**src/rtl/tid_access_pkg.sv**
```systemverilog
package tid_access_pkg;
  typedef struct packed {
    logic wrFull;   // completed 64-bit write
    logic wrAlias;  // alias low-half write
    logic rdEn;     // completed read
  } tidStrobe_t;

  localparam logic [1:0] EL_USER  = 2'd0;
  localparam logic [1:0] EL_KERN  = 2'd1;
  localparam logic [1:0] EL_HYP   = 2'd2;
endpackage

```
**src/rtl/tid_access_ctrl.sv**
```systemverilog
module tid_access_ctrl
  import tid_access_pkg::*;
#(
  parameter logic [1:0] SEL_OP0 = 2'b11,
  parameter logic [2:0] SEL_OP1 = 3'b011,
  parameter logic [3:0] SEL_CRN = 4'b1101,
  parameter logic [3:0] SEL_CRM = 4'b0000,
  parameter logic [2:0] SEL_OP2 = 3'b010
) (
  input  logic       rstN,
  input  logic       reqValid,
  input  logic       reqWrite,
  input  logic [1:0] reqOp0,
  input  logic [2:0] reqOp1,
  input  logic [3:0] reqCrn,
  input  logic [3:0] reqCrm,
  input  logic [2:0] reqOp2,
  input  logic [1:0] curEl,
  input  logic       hypEnabled,
  input  logic       el0InHost,
  input  logic       fgtPresent,
  input  logic       el3Present,
  input  logic       monFgtEnable,
  input  logic       rdTrapBit,
  input  logic       wrTrapBit,
  input  logic       aliasWrEn,
  output logic       hit,
  output logic       trap,
  output tidStrobe_t stb
);
  logic liveReq;
  logic encMatch;
  logic fgtArmed;
  logic dirBit;
  logic trapCond;

  assign liveReq  = reqValid & rstN;
  assign encMatch = (reqOp0 == SEL_OP0) && (reqOp1 == SEL_OP1) &&
                    (reqCrn == SEL_CRN) && (reqCrm == SEL_CRM) &&
                    (reqOp2 == SEL_OP2);
  assign hit      = liveReq & encMatch;

  // feature armed only if the hypervisor is on and the monitor allows it
  assign fgtArmed = hypEnabled & fgtPresent & (~el3Present | monFgtEnable);
  assign dirBit   = reqWrite ? wrTrapBit : rdTrapBit;

  always_comb begin
    unique case (curEl)
      EL_USER: trapCond = fgtArmed & ~el0InHost & dirBit;
      EL_KERN: trapCond = fgtArmed & dirBit;
      default: trapCond = 1'b0;
    endcase
  end

  assign trap = hit & trapCond;

  always_comb begin
    stb.wrFull  = hit & reqWrite & ~trapCond;
    stb.rdEn    = hit & ~reqWrite & ~trapCond;
    stb.wrAlias = rstN & aliasWrEn & ~stb.wrFull;
  end
endmodule

```
**src/rtl/tid_access_dp.sv**
```systemverilog
module tid_access_dp
  import tid_access_pkg::*;
#(
  parameter int DATA_W         = 64,
  parameter int ALIAS_W        = 32,
  parameter bit CLEAR_ON_RESET = 1'b1
) (
  input  logic               clk,
  input  logic               rstN,
  input  tidStrobe_t         stb,
  input  logic [DATA_W-1:0]  wrData,
  input  logic [ALIAS_W-1:0] aliasWrData,
  output logic [DATA_W-1:0]  rdData,
  output logic [ALIAS_W-1:0] aliasRdData
);
  localparam int HI_W = DATA_W - ALIAS_W;

  logic [ALIAS_W-1:0] loQ;
  logic [HI_W-1:0]    hiQ;

  generate
    if (CLEAR_ON_RESET) begin : g_clr
      always_ff @(posedge clk) begin
        if (!rstN) begin
          loQ <= '0;
          hiQ <= '0;
        end else if (stb.wrFull) begin
          loQ <= wrData[ALIAS_W-1:0];
          hiQ <= wrData[DATA_W-1:ALIAS_W];
        end else if (stb.wrAlias) begin
          loQ <= aliasWrData;
        end
      end
    end else begin : g_noclr
      always_ff @(posedge clk) begin
        if (stb.wrFull) begin
          loQ <= wrData[ALIAS_W-1:0];
          hiQ <= wrData[DATA_W-1:ALIAS_W];
        end else if (stb.wrAlias) begin
          loQ <= aliasWrData;
        end
      end
    end
  endgenerate

  assign rdData      = stb.rdEn ? {hiQ, loQ} : '0;
  assign aliasRdData = loQ;
endmodule

```
**src/rtl/tid_access_unit.sv**
```systemverilog
module tid_access_unit
  import tid_access_pkg::*;
#(
  parameter int          DATA_W         = 64,
  parameter int          ALIAS_W        = 32,
  parameter bit          CLEAR_ON_RESET = 1'b1,
  parameter int          EC_W           = 6,
  parameter logic [5:0]  TRAP_EC        = 6'h18
) (
  input  logic               clk,
  input  logic               rstN,
  input  logic               reqValid,
  input  logic               reqWrite,
  input  logic [1:0]         reqOp0,
  input  logic [2:0]         reqOp1,
  input  logic [3:0]         reqCrn,
  input  logic [3:0]         reqCrm,
  input  logic [2:0]         reqOp2,
  input  logic [1:0]         curEl,
  input  logic               hypEnabled,
  input  logic               el0InHost,
  input  logic               fgtPresent,
  input  logic               el3Present,
  input  logic               monFgtEnable,
  input  logic               rdTrapBit,
  input  logic               wrTrapBit,
  input  logic [DATA_W-1:0]  wrData,
  output logic [DATA_W-1:0]  rdData,
  output logic               rdValid,
  output logic               hit,
  output logic               trap,
  output logic [1:0]         trapTargetEl,
  output logic [EC_W-1:0]    trapClass,
  input  logic               aliasWrEn,
  input  logic [ALIAS_W-1:0] aliasWrData,
  output logic [ALIAS_W-1:0] aliasRdData
);
  tidStrobe_t stb;

  tid_access_ctrl u_ctrl (
    .rstN(rstN), .reqValid(reqValid), .reqWrite(reqWrite),
    .reqOp0(reqOp0), .reqOp1(reqOp1), .reqCrn(reqCrn), .reqCrm(reqCrm),
    .reqOp2(reqOp2), .curEl(curEl), .hypEnabled(hypEnabled),
    .el0InHost(el0InHost), .fgtPresent(fgtPresent), .el3Present(el3Present),
    .monFgtEnable(monFgtEnable), .rdTrapBit(rdTrapBit), .wrTrapBit(wrTrapBit),
    .aliasWrEn(aliasWrEn), .hit(hit), .trap(trap), .stb(stb)
  );

  tid_access_dp #(
    .DATA_W(DATA_W), .ALIAS_W(ALIAS_W), .CLEAR_ON_RESET(CLEAR_ON_RESET)
  ) u_dp (
    .clk(clk), .rstN(rstN), .stb(stb), .wrData(wrData),
    .aliasWrData(aliasWrData), .rdData(rdData), .aliasRdData(aliasRdData)
  );

  assign rdValid      = stb.rdEn;
  assign trapTargetEl = trap ? EL_HYP : 2'd0;
  assign trapClass    = trap ? TRAP_EC[EC_W-1:0] : '0;
endmodule

```
**config.mk**
```make
export PLATFORM = sky130hd
export DESIGN_NAME = tid_access_unit
export DESIGN_NICKNAME = d
export VERILOG_FILES = /design/src/rtl/tid_access_pkg.sv /design/src/rtl/tid_access_ctrl.sv /design/src/rtl/tid_access_dp.sv /design/src/rtl/tid_access_unit.sv
export SDC_FILE = /design/constraint.sdc
export NUM_CORES = 1
export LEC_CHECK = 0
export CAP_MARGIN = 20
export CORE_MARGIN = 2
export CORE_UTILIZATION = 41
export CTS_BUF_LIST = sky130_fd_sc_hd__clkbuf_4
export DETAILED_ROUTE_END_ITERATION = 10
export HOLD_SLACK_MARGIN = 0.08
export PLACE_DENSITY_LB_ADDON = 0.08
export SYNTH_ARGS = -nofsm -noshare
export SYNTH_HDL_FRONTEND = slang
export SYNTH_SLANG_ARGS = --single-unit
```
**constraint.sdc**
```tcl
create_clock -name clk -period 9.1 [get_ports clk]
set_input_delay 2.73 -clock clk [delete_from_list [all_inputs] [get_ports clk]]
set_output_delay 2.73 -clock clk [all_outputs]
set_load 0.1 [all_outputs]
```
==> results.yml, run 1 <==
logic_synthesis:
  synth.avg_cell_area_um2: 8.807
  yosysSeqAreaShare: 0.3565
  ys_types: 23
  yosys_register_bits: 64
  mappedNetlistArea_um2: 3593
  post_synth_inst_count: 408
  synth-warning-count: 0
status:
  result_of_the_run: "completed"
clock_tree:
  postCtsResizedCells: 0
  clock_h_tree_levels: 3
  clock_slew_at_the_register_clock_pins_of_the_worst_setup_and_hold_paths_ns: 0.11
  cts_hold_buf: 0
  cts_tree: "yes"
  cts_made_buffers: 9
  worst_skew_pair.late_latency_ns: 0.40
  clkSinkCount: 64
  clock_tree.buffer_depth: 2
  post_cts.repair.setup_buffers: 0
  clock_tree.root_cell: "sky130_fd_sc_hd__clkbuf_4"
cells_and_area:
  antenna-diode-count: 0
  multi_input_comb_area_um2: 2052
  layout.area.seq_um2: 1281
  final_net_count: 743
  layout-drive-gt1-share: 0.2090
  fin_util: 0.6747
  final.fill_count: 726
  layout_commonest_cell: "sky130_fd_sc_hd__clkdlybuf4s50_1"
  most-common-layout-cells: "sky130_fd_sc_hd__clkdlybuf4s50_1, sky130_fd_sc_hd__nand2_1, sky130_fd_sc_hd__buf_4"
  syn_to_final_growth_pct: 61.35
worst_setup_path:
  r2r_start: "u_dp.aliasRdData[26]$_SDFFE_PN0P_"
  start_to_end_type_of_the_worst_setup_path: "input pin to primary output"
  cp.required_ns: 6.37
  crit_path_end_kind: "primary output"
  setup.worst_path.start_class: "input pin"
  crit_path_max_fanout: 36
  crit_arrival_ns: 5.30
  critical_path.startpoint: "reqOp1[2]"
sta:
  post-route-min-period_ns: 8.031
  final.setup_skew_ns: 0
  fin_setup_tns_ns: 0
  timing.fmax_ghz: 0.1245
  worst_hold_check_slack_ns: 0.4600
  hold_violations: 0
  timing_max_transition_violations_final: 0
  fin_ws_ns: 1.069
  final.period_utilization: 0.8825
  slew_headroom: 0.2894
  tightestPinTransition_ns: 1.066
  grt_setup_unrepaired: "no"
  finalSetupViolCount: 0
power_and_ir_drop:
  leakage_nw: 2.355
  net-switching-power_uw: 212.3
  sw_frac_of_total: 0.3059
  clock_power_share: 0.313
  irDropWorstVdd_mv: 0.06792
  comb_power_share: 0.263
  p_per_area_nw_per_um2: 119.7
  cell_internal_pwr_uw: 481.7
  seq_power_share: 0.425
global_route:
  vias_in_the_first_global_route: 3325
  number_of_antenna_violations_at_the_first_check_in_global_routing: 0
  global_route.usage.total: 0.2092
  grt_first_pass_wirelength_mm: 16.19
  globalRouteOverflowTotal: 0
  grt_start_max_net_pins: 129
die:
  start_util: 0.4182
  die_x_um: 97.62
  core_region_area_um2: 8593
  placement_rows: 34
  die_outline_area_um2: 9530
  floorplan.die.height_um: 97.62
  io-pin-count: 233
detailed_routing:
  vias: 3418
  drc: 0
  detail_route.first_pass.iterations: 4
  drt-wirelength-per-cell_um: 13.86
  drt_first_iter_violations: 99
  routed_wl_mm: 10.12
  route.antenna.remaining_nets: 0
  via_per_inst: 4.682
hold_path:
  min_path_type: "register to register"
  min-delay-start: "u_dp.hiQ[18]$_SDFFE_PN0P_"
placement:
  place.detailed.hpwl_mm: 7.479
  gpl.final_weighted_congestion: 0.9256
  count_of_input_and_output_buffers: 227
  place_worst_setup_slack_ns: 1.070
run:
  max-cap-violations: 0
==> flip-flops by register name, summed over array words and instances (netlist names) <==
| signal | count |
|---|---|
| u_dp.aliasRdData | 32 |
| u_dp.hiQ | 32 |
==> power by group through the flow <==
| stage | clock, mW | combinational, mW | sequential [mW] |
|---|---|---|---|
| after floorplan | 0 | 0.0474 | 0.360 |
| after global placement | 0 | 0.179 | 0.301 |
| after detailed placement | 0 | 0.181 | 0.301 |
| after CTS | 0.223 | 0.182 | 0.295 |
| after global routing | 0.235 | 0.192 | 0.296 |
| final | 0.217 | 0.182 | 0.295 |
==> worst paths after layout <==
| path | endpoint | slack, ns | depth (start not counted) |
|---|---|---|---|
| max reg2reg | u_dp.aliasRdData[26]$_SDFFE_PN0P_ | 8.17 | 3 |
| min reg2reg | u_dp.hiQ[18]$_SDFFE_PN0P_ | 0.46 | 2 |
| max | rdData[50] | 1.07 | 7 |
| min | u_dp.hiQ[18]$_SDFFE_PN0P_ | 0.46 | 2 |
==> critical path, stage by stage <==
cell and delay, ns:
sky130_fd_sc_hd__clkdlybuf4s50_1 0.39, sky130_fd_sc_hd__or4b_1 0.51, sky130_fd_sc_hd__or4_4 0.58, sky130_fd_sc_hd__nor4_4 0.28
sky130_fd_sc_hd__buf_4 0.33, sky130_fd_sc_hd__and2_1 0.19, sky130_fd_sc_hd__buf_4 0.29
==> metrics by stage <==
stage | area, µm² | instances | total power [mW]
5_1_grt | 5798 | 730 | 0.7229
2_1_floorplan | 3611 | 412 | 0.4069
6_report | 5798 | 730 | 0.6940
4_1_cts | 5771 | 729 | 0.7003
3_5_place_dp | 5612 | 713 | 0.4828
3_3_place_gp | 5612 | 713 | 0.4798
==> cell families after synthesis <==
group,share of synthesized area
AO/OA/AOI/OAI,0.002438
buffers and inverters,0.08252
flip-flops,0.3565
multiplexers,0.2813
other,0.001044
AND/OR/NAND/NOR,0.2761
==> cell usage after synthesis <==
| cell | number | area, µm² |
|---|---|---|
| sky130_fd_sc_hd__buf_1 | 2 | 7.510 |
| sky130_fd_sc_hd__buf_12 | 6 | 120.1 |
| sky130_fd_sc_hd__nor2b_1 | 1 | 6.260 |
| sky130_fd_sc_hd__nand2_1 | 128 | 480.5 |
| sky130_fd_sc_hd__mux2i_1 | 65 | 650.6 |
| sky130_fd_sc_hd__nor4_2 | 1 | 12.51 |
| sky130_fd_sc_hd__inv_1 | 1 | 3.750 |
| sky130_fd_sc_hd__buf_4 | 8 | 60.06 |
| sky130_fd_sc_hd__clkbuf_1 | 17 | 63.81 |
| sky130_fd_sc_hd__a2111oi_0 | 1 | 8.760 |
| sky130_fd_sc_hd__nor4b_2 | 1 | 15.01 |
| sky130_fd_sc_hd__nor2_1 | 1 | 3.750 |
| sky130_fd_sc_hd__or4_4 | 1 | 11.26 |
| sky130_fd_sc_hd__nand3b_1 | 1 | 7.510 |
| sky130_fd_sc_hd__conb_1 | 1 | 3.750 |
| sky130_fd_sc_hd__nand4b_1 | 2 | 17.52 |
| sky130_fd_sc_hd__dfxtp_1 | 64 | 1281 |
| sky130_fd_sc_hd__nand2_4 | 1 | 11.26 |
| sky130_fd_sc_hd__and2_1 | 65 | 406.6 |
| sky130_fd_sc_hd__buf_6 | 1 | 11.26 |
| sky130_fd_sc_hd__buf_2 | 6 | 30.03 |
| sky130_fd_sc_hd__or4b_1 | 2 | 20.02 |
| sky130_fd_sc_hd__mux2_2 | 32 | 360.4 |
==> per-layer routing <==
metal | global-route usage | vias to the layer above | wire (µm)
li1 | - | 1731 | -
met1 | 0.2399 | 1529 | 4032
met2 | 0.3676 | 138 | 5128
met3 | 0.06331 | 20 | 723
met4 | 0.07372 | 0 | 234
met5 | 0 | - | 0
==> cell type report <==
cell class                 instances  area share
sequential                        64      0.2210
clock inverter                     6     0.01446
tap                              108     0.02331
timing repair buffer             234      0.3738
multi-input combinational        307      0.3539
clock buffer                      10     0.01295
inverter                           1   0.0006474
(Power assumes the default switching activity.)
==> inputs of run 2 (changes only) <==
Settings changed: GPL_ROUTABILITY_DRIVEN set to 0.
==> results of run 2 <==
Final layout, timing and power as in run 1 (identical DEF).
==> inputs of run 3 (changes only) <==
Settings changed: CORE_ASPECT_RATIO set to 2.
==> results.yml, run 3 (synthesized netlist as in run 1, its figures left out) <==
worst_setup_path:
  crit_path_end_kind: "primary output"
  critPathTopFamily: "simple AND/OR/NAND/NOR gates"
  start_to_end_type_of_the_worst_setup_path: "input pin to primary output"
  crit_path_max_fanout: 27
  slowest_delay_ns: 0.57
  cp_cell_sequence: "clkdlybuf4s50_1, or4b_1, or4_4, nor4_4, buf_4, and2_1, buf_4"
  crit_arrival_ns: 5.30
  timing.critical_path.buf_inv: 3
  cp.required_ns: 6.37
  setup.worst_path.start_class: "input pin"
  crit_top_cell: "sky130_fd_sc_hd__buf_4"
  crit_slowest_cell: "sky130_fd_sc_hd__or4_4"
clock_tree:
  clock_slew_at_the_register_clock_pins_of_the_worst_setup_and_hold_paths_ns: 0.10
  clock_tree.root_cell: "sky130_fd_sc_hd__clkbuf_4"
  clock_h_tree_levels: 3
  worst_skew_pair.late_latency_ns: 0.42
  post_cts.repair.setup_buffers: 0
  clock_tree.buffer_depth: 2
  postCtsResizedCells: 0
  cts_tree: "yes"
  clkSinkCount: 64
  cts_hold_buf: 0
  cts_made_buffers: 9
status:
  result_of_the_run: "completed"
detailed_routing:
  drt_first_iter_violations: 129
  route.antenna.remaining_nets: 0
  drc: 0
  routed_wl_mm: 10.95
  via_per_inst: 4.825
  drt-wirelength-per-cell_um: 15.18
  detail_route.first_pass.iterations: 4
  vias: 3479
die:
  core_region_area_um2: 8588
  die_outline_area_um2: 9575
  io-pin-count: 233
  die_x_um: 70.20
  placement_rows: 48
  floorplan.die.height_um: 136.4
  start_util: 0.4184
placement:
  place_worst_setup_slack_ns: 1.056
  place.detailed.hpwl_mm: 8.494
  count_of_input_and_output_buffers: 227
  dp_cells: 705
sta:
  finalSetupViolCount: 0
  post-route-min-period_ns: 8.030
  slew_headroom: 0.2768
  fin_ws_ns: 1.070
  tightestPinTransition_ns: 1.085
  grt_setup_unrepaired: "no"
  hold_violations: 0
  final.period_utilization: 0.8825
  timing.fmax_ghz: 0.1245
  final.setup_skew_ns: 0
  timing_max_transition_violations_final: 0
  fin_setup_tns_ns: 0
cells_and_area:
  layout-drive-gt1-share: 0.2061
  antenna-diode-count: 0
  most-common-layout-cells: "sky130_fd_sc_hd__clkdlybuf4s50_1, sky130_fd_sc_hd__nand2_1, sky130_fd_sc_hd__mux2i_1, sky130_fd_sc_hd__and2_1, sky130_fd_sc_hd__dfxtp_1"
  final_net_count: 742
  layout_commonest_cell: "sky130_fd_sc_hd__clkdlybuf4s50_1"
  syn_to_final_growth_pct: 76.88
  instances_no_fill: 721
power_and_ir_drop:
  leakage_nw: 2.472
  fin_total_pwr_uw: 665.1
  irDropWorstVdd_mv: 0.1013
  p_per_area_nw_per_um2: 104.6
global_route:
  vias_in_the_first_global_route: 3426
  grt_start_max_net_pins: 75
  global_route.usage.total: 0.2282
  number_of_antenna_violations_at_the_first_check_in_global_routing: 0
  grt_first_pass_wirelength_mm: 17.11
  globalRouteOverflowTotal: 0
hold_path:
  min_path_type: "register to register"
run:
  max-cap-violations: 0
run 3: layer usage:
metal / track usage / share of wire / vias to the layer above / routed length [µm]
met2: 0.4238 / 0.55 / 135 / 6016
li1: - / - / 1723 / -
met4: 0.09936 / 0.023 / 0 / 247
met5: 0 / 0 / - / 0
met1: 0.2425 / 0.36 / 1604 / 3980
met3: 0.05115 / 0.064 / 17 / 701
run 3: final cells by class:
type                            count  area (µm²)
Fill cell                         650        2232
Tap cell                          100       125.1
Inverter                            1       3.754
Sequential cell                    64        1281
Timing Repair Buffer              233        2765
Multi-Input combinational cell    307        2051
Clock inverter                      5       47.55
Clock buffer                       11       82.58
run 3: worst reg2reg max path: stages, from the launching register on:
cell and delay, ns:
sky130_fd_sc_hd__dfxtp_1 0.35, sky130_fd_sc_hd__mux2_2 0.27, sky130_fd_sc_hd__nand2_1 0.07, sky130_fd_sc_hd__mux2i_1 0.08
run 3: through the flow:
step           hold slack, ns  utilization  area (µm²)
2_1_floorplan          0.4301            -        3611
3_3_place_gp           0.4374       0.7249        6226
3_5_place_dp           0.4425       0.7249        6226
4_1_cts                0.4604       0.7401        6356
5_1_grt                0.4820       0.7401        6356
6_report               0.4551       0.7401        6356
run 3: worst paths after layout:
kind                                                         from                           endpoint  slack (ns)  cells after the start
worst min register to register          u_dp.hiQ[29]$_SDFFE_PN0P_          u_dp.hiQ[29]$_SDFFE_PN0P_        0.46                      2
worst min-delay path                    u_dp.hiQ[29]$_SDFFE_PN0P_          u_dp.hiQ[29]$_SDFFE_PN0P_        0.46                      2
worst max-delay path                                    reqOp1[2]                         rdData[25]        1.07                      7
worst max register to register  u_dp.aliasRdData[11]$_SDFFE_PN0P_  u_dp.aliasRdData[11]$_SDFFE_PN0P_        8.19                      3
run 3: power breakdown:
part | internal [mW] | switching (mW) | leakage, nW | total, mW
clock network | 0.0874 | 0.102 | 0.0757 | 0.189
registers | 0.288 | 0.00649 | 0.522 | 0.295
logic | 0.0789 | 0.102 | 1.87 | 0.181
total | 0.455 | 0.210 | 2.47 | 0.665
